$ cat config.mk
export PLATFORM = sky130hd
export DESIGN_NAME = lowstop_serial_tx
export DESIGN_NICKNAME = d
export VERILOG_FILES = /design/src/rtl/lstx_pkg.sv /design/src/rtl/lstx_bit_timer.sv /design/src/rtl/lstx_frame_ctrl.sv /design/src/rtl/lstx_line_drive.sv /design/src/rtl/lowstop_serial_tx.sv
export SDC_FILE = /design/constraint.sdc
export NUM_CORES = 1
export LEC_CHECK = 0
export ABC_AREA = 1
export BUFFER_PORTS_ARGS = -buffer_cell sky130_fd_sc_hd__buf_2
export CORE_MARGIN = 8
export CORE_UTILIZATION = 40
export DETAILED_ROUTE_END_ITERATION = 16
export HOLD_SLACK_MARGIN = 0.03
export SYNTH_ARGS = -nofsm -noshare
export SYNTH_HDL_FRONTEND = slang
export SYNTH_SLANG_ARGS = --single-unit
export TNS_END_PERCENT = 10
$ cat constraint.sdc
create_clock -name clk -period 1.6 [get_ports clk]
set_input_delay 0.24 -clock clk [delete_from_list [all_inputs] [get_ports clk]]
set_output_delay 0.24 -clock clk [all_outputs]
set_load 0.02 [all_outputs]
$ cat src/rtl/lstx_pkg.sv
// Shared definitions for the low-finishing-bit serial transmitter.
// Assumes a fixed eight-bit payload per frame.
package lstx_pkg;
    localparam int unsigned LSTX_DATA_W = 8;
    localparam int unsigned LSTX_IDX_W  = $clog2(LSTX_DATA_W);

    typedef enum logic [1:0] {
        ST_IDLE  = 2'd0,
        ST_START = 2'd1,
        ST_SEND  = 2'd2,
        ST_TAIL  = 2'd3
    } lstx_state_e;
endpackage

$ cat src/rtl/lstx_bit_timer.sv
// Bit-period timer: counts clock cycles while run_i is high and flags the
// last cycle of each period. Assumes TICKS_PER_BIT >= 1; it restarts from
// zero whenever run_i is low or a period ends.
module lstx_bit_timer #(
    parameter int unsigned TICKS_PER_BIT = 16
) (
    input  logic clk,
    input  logic rst_n,
    input  logic run_i,
    output logic period_end_o
);
    localparam int unsigned CNT_W = (TICKS_PER_BIT > 1) ? $clog2(TICKS_PER_BIT) : 1;
    localparam logic [CNT_W-1:0] LAST_TICK = CNT_W'(TICKS_PER_BIT - 1);

    logic [CNT_W-1:0] tick_q;

    // Last cycle of the current bit period.
    assign period_end_o = run_i && (tick_q == LAST_TICK);

    // Advance the tick count, wrapping at period end or when stopped.
    always_ff @(posedge clk) begin
        if (!rst_n) begin
            tick_q <= '0;
        end else if (!run_i || period_end_o) begin
            tick_q <= '0;
        end else begin
            tick_q <= tick_q + 1'b1;
        end
    end
endmodule

$ cat src/rtl/lstx_frame_ctrl.sv
// Frame sequencer: walks idle -> start -> eight data bits -> low finishing
// bit -> one idle-gap period. Assumes period_end_i comes from a timer that
// runs whenever timer_run_o is high. Readiness is offered only while idle
// with the gap finished.
module lstx_frame_ctrl
    import lstx_pkg::*;
#(
    parameter bit USE_CTS = 1'b1
) (
    input  logic                  clk,
    input  logic                  rst_n,
    input  logic                  valid_i,
    input  logic                  cts_i,
    input  logic                  period_end_i,
    output lstx_state_e           state_o,
    output logic [LSTX_IDX_W-1:0] idx_o,
    output logic                  ready_o,
    output logic                  accept_o,
    output logic                  timer_run_o
);
    localparam logic [LSTX_IDX_W-1:0] LAST_IDX = LSTX_IDX_W'(LSTX_DATA_W - 1);

    lstx_state_e           state_q;
    logic [LSTX_IDX_W-1:0] idx_q;
    logic                  gap_q;
    logic                  send_ok;

    // Flow-control permission; constant 1 when the parameter disables it.
    assign send_ok     = USE_CTS ? cts_i : 1'b1;
    // Readiness and capture strobe.
    assign ready_o     = (state_q == ST_IDLE) && !gap_q;
    assign accept_o    = valid_i && ready_o && send_ok;
    // Timer runs through the frame and the trailing idle gap.
    assign timer_run_o = (state_q != ST_IDLE) || gap_q;
    assign state_o     = state_q;
    assign idx_o       = idx_q;

    // Frame state, bit index and idle-gap flag.
    always_ff @(posedge clk) begin
        if (!rst_n) begin
            state_q <= ST_IDLE;
            idx_q   <= '0;
            gap_q   <= 1'b0;
        end else begin
            unique case (state_q)
                ST_IDLE: begin
                    if (gap_q) begin
                        if (period_end_i) gap_q <= 1'b0;
                    end else if (accept_o) begin
                        state_q <= ST_START;
                    end
                end
                ST_START: begin
                    if (period_end_i) begin
                        state_q <= ST_SEND;
                        idx_q   <= '0;
                    end
                end
                ST_SEND: begin
                    if (period_end_i) begin
                        if (idx_q == LAST_IDX) state_q <= ST_TAIL;
                        else                   idx_q   <= idx_q + 1'b1;
                    end
                end
                ST_TAIL: begin
                    if (period_end_i) begin
                        state_q <= ST_IDLE;
                        gap_q   <= 1'b1;
                    end
                end
                default: state_q <= ST_IDLE;
            endcase
        end
    end
endmodule

$ cat src/rtl/lstx_line_drive.sv
// Line driver: holds the accepted byte and decodes the line level from the
// sequencer state. Assumes accept_i only pulses while the sequencer is idle.
module lstx_line_drive
    import lstx_pkg::*;
(
    input  logic                   clk,
    input  logic                   rst_n,
    input  logic                   accept_i,
    input  logic [LSTX_DATA_W-1:0] data_i,
    input  lstx_state_e            state_i,
    input  logic [LSTX_IDX_W-1:0]  idx_i,
    output logic [LSTX_DATA_W-1:0] held_o,
    output logic                   serial_o
);
    logic [LSTX_DATA_W-1:0] byte_q;

    // Capture the payload on an accepting edge only.
    always_ff @(posedge clk) begin
        if (!rst_n)        byte_q <= '0;
        else if (accept_i) byte_q <= data_i;
    end

    // Line level per state: idle high, start and finishing bits low.
    always_comb begin
        unique case (state_i)
            ST_IDLE:  serial_o = 1'b1;
            ST_START: serial_o = 1'b0;
            ST_SEND:  serial_o = byte_q[idx_i];
            ST_TAIL:  serial_o = 1'b0;
            default:  serial_o = 1'b1;
        endcase
    end

    assign held_o = byte_q;
endmodule

$ cat src/rtl/lowstop_serial_tx.sv
// Top level of the serial byte transmitter with a low finishing bit.
// Assumes the upstream agent offers a byte only when tx_ready is high;
// offers at other times are ignored. TICKS_PER_BIT = clock / baud.
module lowstop_serial_tx
    import lstx_pkg::*;
#(
    parameter int unsigned TICKS_PER_BIT = 16,
    parameter bit          USE_CTS       = 1'b1
) (
    input  logic                   clk,
    input  logic                   rst_n,
    input  logic [LSTX_DATA_W-1:0] tx_data,
    input  logic                   tx_valid,
    input  logic                   cts,
    output logic                   serial_out,
    output logic                   tx_ready
);
    lstx_state_e            st;
    logic [LSTX_IDX_W-1:0]  bit_idx;
    logic [LSTX_DATA_W-1:0] held_byte;
    logic                   accept;
    logic                   timer_run;
    logic                   period_end;

    lstx_bit_timer #(
        .TICKS_PER_BIT(TICKS_PER_BIT)
    ) u_timer (
        .clk         (clk),
        .rst_n       (rst_n),
        .run_i       (timer_run),
        .period_end_o(period_end)
    );

    lstx_frame_ctrl #(
        .USE_CTS(USE_CTS)
    ) u_ctrl (
        .clk         (clk),
        .rst_n       (rst_n),
        .valid_i     (tx_valid),
        .cts_i       (cts),
        .period_end_i(period_end),
        .state_o     (st),
        .idx_o       (bit_idx),
        .ready_o     (tx_ready),
        .accept_o    (accept),
        .timer_run_o (timer_run)
    );

    lstx_line_drive u_line (
        .clk     (clk),
        .rst_n   (rst_n),
        .accept_i(accept),
        .data_i  (tx_data),
        .state_i (st),
        .idx_i   (bit_idx),
        .held_o  (held_byte),
        .serial_o(serial_out)
    );
endmodule

==> results of run 1 <==
==> kinds of logic (layout without fill, tap and decap cells) <==
kind of cell,after synthesis,in the layout,synth area share [%]
simple gates,70,70,34.19
buf+inv,20,35,9.348
flops,18,18,35.42
compound gates,19,19,10.33
fa+ha+maj,8,8,9.840
xor+xnor,1,1,0.8612
==> power groups by stage <==
stage / registers [mW] / logic, mW / clock network (mW)
after floorplan: 0.555 / 0.478 / 0
after global placement: 0.565 / 0.566 / 0
after detailed placement: 0.565 / 0.572 / 0
after CTS: 0.564 / 0.606 / 0.239
after global routing: 0.574 / 0.733 / 0.259
final: 0.564 / 0.642 / 0.221
==> layer usage <==
layer	part of all wire, %	wire (um)	vias to the layer above
met5	0	0	-
met4	2.1	37	0
met3	3.8	67	5
met2	45	788	12
met1	49	875	355
li1	-	-	455
==> sequential cells by signal, summed over array words and instances (netlist names) <==
register	count
u_timer.tick_q	4
u_line.held_o	8
u_ctrl.idx_o	3
u_ctrl.gap_q	1
u_ctrl.state_o	2
==> stage by stage <==
stage | hold slack, ns | util (%)
3_3_place_gp | 0.4295 | 44.70
3_5_place_dp | 0.4430 | 44.70
6_report | 0.1611 | 48.01
4_1_cts | 0.1513 | 46.79
5_1_grt | 0.1639 | 48.01
2_1_floorplan | 0.3570 | -
==> cells in the final DEF, fill, tap and decap left out, drive strengths merged <==
cell type   n
inv        17
o21bai      1
nor2       41
buf        14
clkinv      1
nand2      20
o21ai      15
clkbuf      3
ha          8
xnor2       1
dfxtp      18
or2         1
nand3       8
a21oi       3
==> how the worst min path moves through the flow <==
stage	end	cells after the start	slack, ns	startpoint
CTS	u_line.held_o[0]	3	0.15	tx_data[0]
global placement	u_timer.tick_q[0]	1	0.43	u_timer.tick_q[0]
detailed placement	u_timer.tick_q[0]	1	0.44	u_timer.tick_q[0]
floorplan	u_line.held_o[3]	2	0.36	rst_n
global route	u_line.held_o[2]	3	0.16	tx_data[2]
finish	u_line.held_o[0]	3	0.16	tx_data[0]
==> worst max-delay path: stages (launching register included) <==
cell	delay (ns)
dfxtp_2	0.37
inv_2	0.06
ha_4	0.17
nor2_4	0.10
nand2_2	0.08
nand2_2	0.08
buf_6	0.11
==> layout make-up <==
| type | instances | area, um^2 |
|---|---|---|
| Timing Repair Buffer | 14 | 85.08 |
| Tap cell | 30 | 37.54 |
| Fill cell | 248 | 1276 |
| Clock buffer | 3 | 22.52 |
| Multi-Input combinational cell | 98 | 588.1 |
| Sequential cell | 18 | 372.9 |
| Inverter | 18 | 72.57 |
==> what timing repair did <==
action | in CTS | in global routing
gates cloned | 0 | 0
pin swaps | 1 | 2
buffers inserted | 1 | 0
setup endpoints to repair | 1 | 2
gates resized for setup | 7 | 17
==> out/qor.yml, run 1 <==
global_routing:
  grt_pass1_wl_um: 3346
  met1_usage_pct: 11.60
  global_route.overflow_total: 0
  grt_usage_pct: 9.586
  grtUsageMet2_pct: 14.96
  busiest_layer: "met2"
  grt_max_degree: 14
  first_global_vias: 829
  met3_usage_pct: 2.881
  antenna_found_initial: 0
final_layout:
  layout.nets: 173
  final_area_um2: 1179
  area_growth_pct: 15.87
  final_layout_size_suffix_gt1_share_pct: 31.79
  antenna_cells: 0
  final_cells: 181
sta:
  fin_ws_ns: 0.08778
  period_share_pct: 94.51
  max_slew_margin_pct: 85.27
  maxSlewViolCount: 0
  fmaxAchievable_mhz: 661.3
  tns_ns: 0
  period_minus_slack_ns: 1.512
  max_slew.worst_pin.slew_ns: 0.2209
  hold_viol: 0
  fin_skew_ns: 0.01002
  setup_viol: 0
  rsz0062_at_grt: "false"
worst_setup_path:
  critical_path.startpoint: "u_ctrl.state_o[0]"
  cp-start-kind: "flop"
  r2r_setup_slack_ns: 0.20
  rr_endpoint: "u_line.held_o[3]"
  endpoint_kind: "output pin"
  critPathCapture: "serial_out"
  critPathKind: "flop to output pin"
  cp_max_fo: 4
  arrival_ns: 1.27
  reg2reg_from: "u_ctrl.state_o[0]"
  critPathRequiredTime_ns: 1.36
  r2r_cells: 9
clock_network:
  cts_hold_buf: 0
  cts_tree: "done"
  cts_max_path_buffers: 2
  cts_htree_levels: 1
  cts_sinks: 18
  clk_latency_ns: 0.29
  cts_buffers: 3
  cts.clk_slew.worst_paths_ns: 0.10
  clockRootBuffer: "clkbuf_4"
synthesis:
  syn_nets: 156
  synthArstFlopShare_pct: 0
  dominantRegCellSynth: "dfxtp_1"
  synth_edf_count: 0
  yosys-top-cells-count: "36 x nor2_1, 18 x dfxtp_1, 15 x nand2_1"
  synth_area_um2: 1017
  synth.most_common_cell: "nor2_1"
  postSynthAreaPerCell_um2: 7.480
  synth_top_area_cell: "dfxtp_1"
  synth.ff_latch_count: 18
  ys_warn_count: 0
  synth.top_cell.area_share_pct: 35.42
  ys_types: 24
  yosysSeqAreaShare_pct: 35.42
  synth.area.top_cells: "dfxtp_1 35%, nor2_1 13%, ha_1 9.8%"
  syn_inst: 136
routing:
  ant_nets: 0
  viasPerCell: 4.569
  wl_um: 1768
  drt-pass1-iter-count: 4
  vias: 827
  drt_iter0_drc: 13
  drcViolationCount: 0
  routedWlPerCell_um: 9.768
pwr:
  design_power_total_mw: 1.427
  clockPowerShare_pct: 15.5
  internal-power_mw: 0.8593
  power_density_nw_per_um2: 1211
  p_comb_share_pct: 45.0
  peakVddDrop_mv: 0.7298
  power.switching_mw: 0.5681
  p_seq_share_pct: 39.5
  swShare_pct: 39.80
  p_leak_nw: 0.5411
place:
  hpwl_um: 1422
  place_congestion: 0.8422
  post_dp_cell_area_um2: 1097
  dp_slack_ns: 0.1116
  dp_cells: 177
  numPortBuffers: 13
run_status:
  status: "finished clean"
die:
  start_util_pct: 41.44
  die_w_um: 66.43
  core_area_um2: 2455
  rows: 18
  fp.dieH_um: 66.43
  io_pins: 14
  dieArea_um2: 4413
hold_path:
  hold_class: "primary input to flop"
run:
  maxCapViolCount: 0
(Power assumes the default switching activity.)
==> run 2, diff against run 1 <==
- CTS_CLUSTER_SIZE: unset -> 20
- PLACE_DENSITY: unset -> 0.65
- SYNTH_HIERARCHICAL: unset -> 1
==> out/qor.yml, run 2 <==
global_routing:
  global_route.overflow_total: 0  # unchanged
  first_global_vias: 832  # +0.36%
  grt_max_degree: 16  # +2
  grt_pass1_wl_um: 3291  # -1.6%
  antenna_found_initial: 0  # unchanged
  grt_usage_pct: 9.616  # +0.030 points
place:
  post_dp_cell_area_um2: 1071  # -2.4%
  place_congestion: 0.8418  # about the same
  hpwl_um: 1417  # -0.39%
  dp_cells: 180  # +1.7%
  numPortBuffers: 13  # unchanged
worst_setup_path:
  arrival_ns: 1.72  # +0.45 ns
  cp_max_fo: 5  # +1
  path_buf_inv: 6  # +4
  cpPeakStageDelay_ns: 0.32  # -0.05 ns
  worstPathCellList: "inv_1 -> ha_4 -> inv_2 -> nor2_2 -> inv_2 -> inv_1 -> nor2_1 -> buf_4 -> buf_4 -> nand2_1 -> nand2_1 -> a21boi_0"
  endpoint_kind: "flop"
  critPathRequiredTime_ns: 1.82  # +0.46 ns
  critPathTopFamily: "buffers and inverters"
  critPathSlowestCell: "dfxtp_1"
  cp-start-kind: "flop"
  critPathKind: "flop to flop"
synthesis:
  synth_edf_count: 0  # unchanged
  dominantRegCellSynth: "dfxtp_1"
  ys_types: 20  # -17%
  yosys-top-cells-count: "29 x nor2_1, 27 x nand2_1, 18 x dfxtp_1"
  synth_area_um2: 943.4  # -7.3%
  synthArstFlopShare_pct: 0  # unchanged
  ys_warn_count: 6  # +6
  postSynthAreaPerCell_um2: 6.937  # -7.3%
  synth.top_cell.area_share_pct: 38.20  # +2.8 points
  synth_top_area_cell: "dfxtp_1"
  synth.most_common_cell: "nor2_1"
  yosysSeqAreaShare_pct: 38.20  # +2.8 points
  synth.area.top_cells: "dfxtp_1 38%, nor2_1 12%, nand2_1 11%"
  synth.ff_latch_count: 18  # unchanged
  syn_inst: 136  # unchanged
  syn_nets: 155  # -0.64%
final_layout:
  final_layout_size_suffix_gt1_share_pct: 23.72  # -8.1 points
  fillers: 234  # -5.6%
  final_cell_mix: "27 x nand2_1, 27 x nor2_1, 16 x dfxtp_1"
  final_area_um2: 1124  # -4.7%
  final_cells: 184  # +1.7%
  antenna_cells: 0  # unchanged
  layout.nets: 177  # +2.3%
  largest_register_ffs: 8  # unchanged
  area_growth_pct: 19.10
clock_network:
  clk_latency_ns: 0.29  # about the same
  cts.clk_slew.worst_paths_ns: 0.10  # about the same
  cts_buffers: 3  # unchanged
  cts_hold_buf: 0  # unchanged
  clockRootBuffer: "clkbuf_4"
  cts_sinks: 18  # unchanged
  cts_htree_levels: 1  # unchanged
  cts_max_path_buffers: 2  # unchanged
  cts_tree: "done"
die:
  core_area_um2: 2212  # -9.9%
  dieArea_um2: 4169  # -5.5%
  start_util_pct: 42.65  # +1.2 points
  fp.dieH_um: 64.57  # -2.8%
  io_pins: 14  # unchanged
  rows: 17  # -1
  die_w_um: 64.57  # -2.8%
sta:
  fmaxAchievable_mhz: 667.0  # +0.86%
  period_share_pct: 93.71  # -0.81 points
  setup_viol: 0  # unchanged
  maxSlewViolCount: 0  # unchanged
  hold_viol: 0  # unchanged
  period_minus_slack_ns: 1.499  # -0.01290 ns
  max_slew.worst_pin.slew_ns: 0.2878  # +0.06685 ns
  fin_skew_ns: 0.001592  # -0.008424 ns
  max_slew_margin_pct: 80.82  # -4.5 points
pwr:
  peakVddDrop_mv: 0.7627  # +4.5%
  power.switching_mw: 0.6033  # +6.2%
  p_leak_nw: 0.5124  # -5.3%
  swShare_pct: 40.30  # +0.50 points
  p_seq_share_pct: 36.6  # -2.9 points
  clockPowerShare_pct: 14.9  # -0.6 points
  design_power_total_mw: 1.497  # +4.9%
  p_comb_share_pct: 48.6  # +3.6 points
  power_density_nw_per_um2: 1332  # +10%
  internal-power_mw: 0.8936  # +4.0%
routing:
  drt_iter0_drc: 37  # +24
  viasPerCell: 4.908  # +7.4%
  drt-pass1-iter-count: 4  # unchanged
  drcViolationCount: 0  # unchanged
  ant_nets: 0  # unchanged
  routedWlPerCell_um: 10.19  # +4.3%
  vias: 903  # +9.2%
  wl_um: 1875  # +6.1%
run:
  maxCapViolCount: 0  # unchanged
hold_path:
  hold_class: "primary input to flop"
run_status:
  status: "finished clean"
-- run 2: path summary, 6_finish.rpt --
kind,startpoint,endpoint,slack [ns],cells after the start
setup reg to reg,u_ctrl/state_o[0],u_ctrl/gap_q,0.10,12
setup / recovery,u_ctrl/state_o[0],u_ctrl/gap_q,0.10,12
hold reg to reg,u_timer/tick_q[0],u_timer/tick_q[0],0.47,1
hold / removal,tx_data[2],u_line/held_o[2],0.17,3
-- run 2: cells by family (layout without fill, tap and decap cells) --
group                      Yosys count  count (layout)  share of synthesized area [%]
adders and majority gates            7               7                          9.283
and+or+nand+nor                     75              75                          34.09
xor gates and xnor gates             1               1                         0.9286
AOI/OAI and AO/OA                   17              17                          9.948
DFF                                 18              18                          38.20
buffers and inverters               18              38                          7.560
-- run 2: cell type report --
type	instances	area, um^2	share of cell area [%]
tap	28	35.03	3.118
multi-input combinational	100	529.3	47.10
clock buffer	3	22.52	2.004
sequential	18	365.4	32.52
timing repair buffer	18	105.1	9.354
inverter	17	66.31	5.902
-- run 2: through the flow --
step	setup TNS (ns)	setup slack [ns]	hold slack (ns)	util [%]
after CTS	0	0.01224	0.1622	49.49
after detailed placement	0	0.04023	0.4535	48.42
final	0	0.1007	0.1702	50.79
after global routing	-0.003635	-0.002356	0.1614	50.79
after floorplan	-0.0003412	-0.0003412	0.3607	-
after global placement	0	0.1247	0.4488	48.42
-- run 2: metal layers --
metal  up-vias  share of wire, %  track usage [%]
li1        466                 -                -
met1       416                46            10.85
met2        17                49            16.27
met3         4               3.4            2.577
met4         0               1.5            4.905
met5         -                 0                0
-- run 2: timing repair --
item                                    4_1_cts  5_1_grt
endpoints found under the setup margin        1        6
pin swaps                                     0        1
setup buffers                                 0        1
resized for setup                             1        8
-- run 2: power by group through the flow --
stage	combinational, mW	sequential (mW)	clock, mW
detailed placement	0.668	0.559	0
global route	0.823	0.556	0.247
floorplan	0.479	0.568	0
CTS	0.672	0.549	0.233
global placement	0.648	0.558	0
finish	0.727	0.547	0.222
-- run 2: tightest hold or removal path, stage by stage --
cell,delay (ns)
buf_2,0.07
nor2_1,0.03
nor2_1,0.08
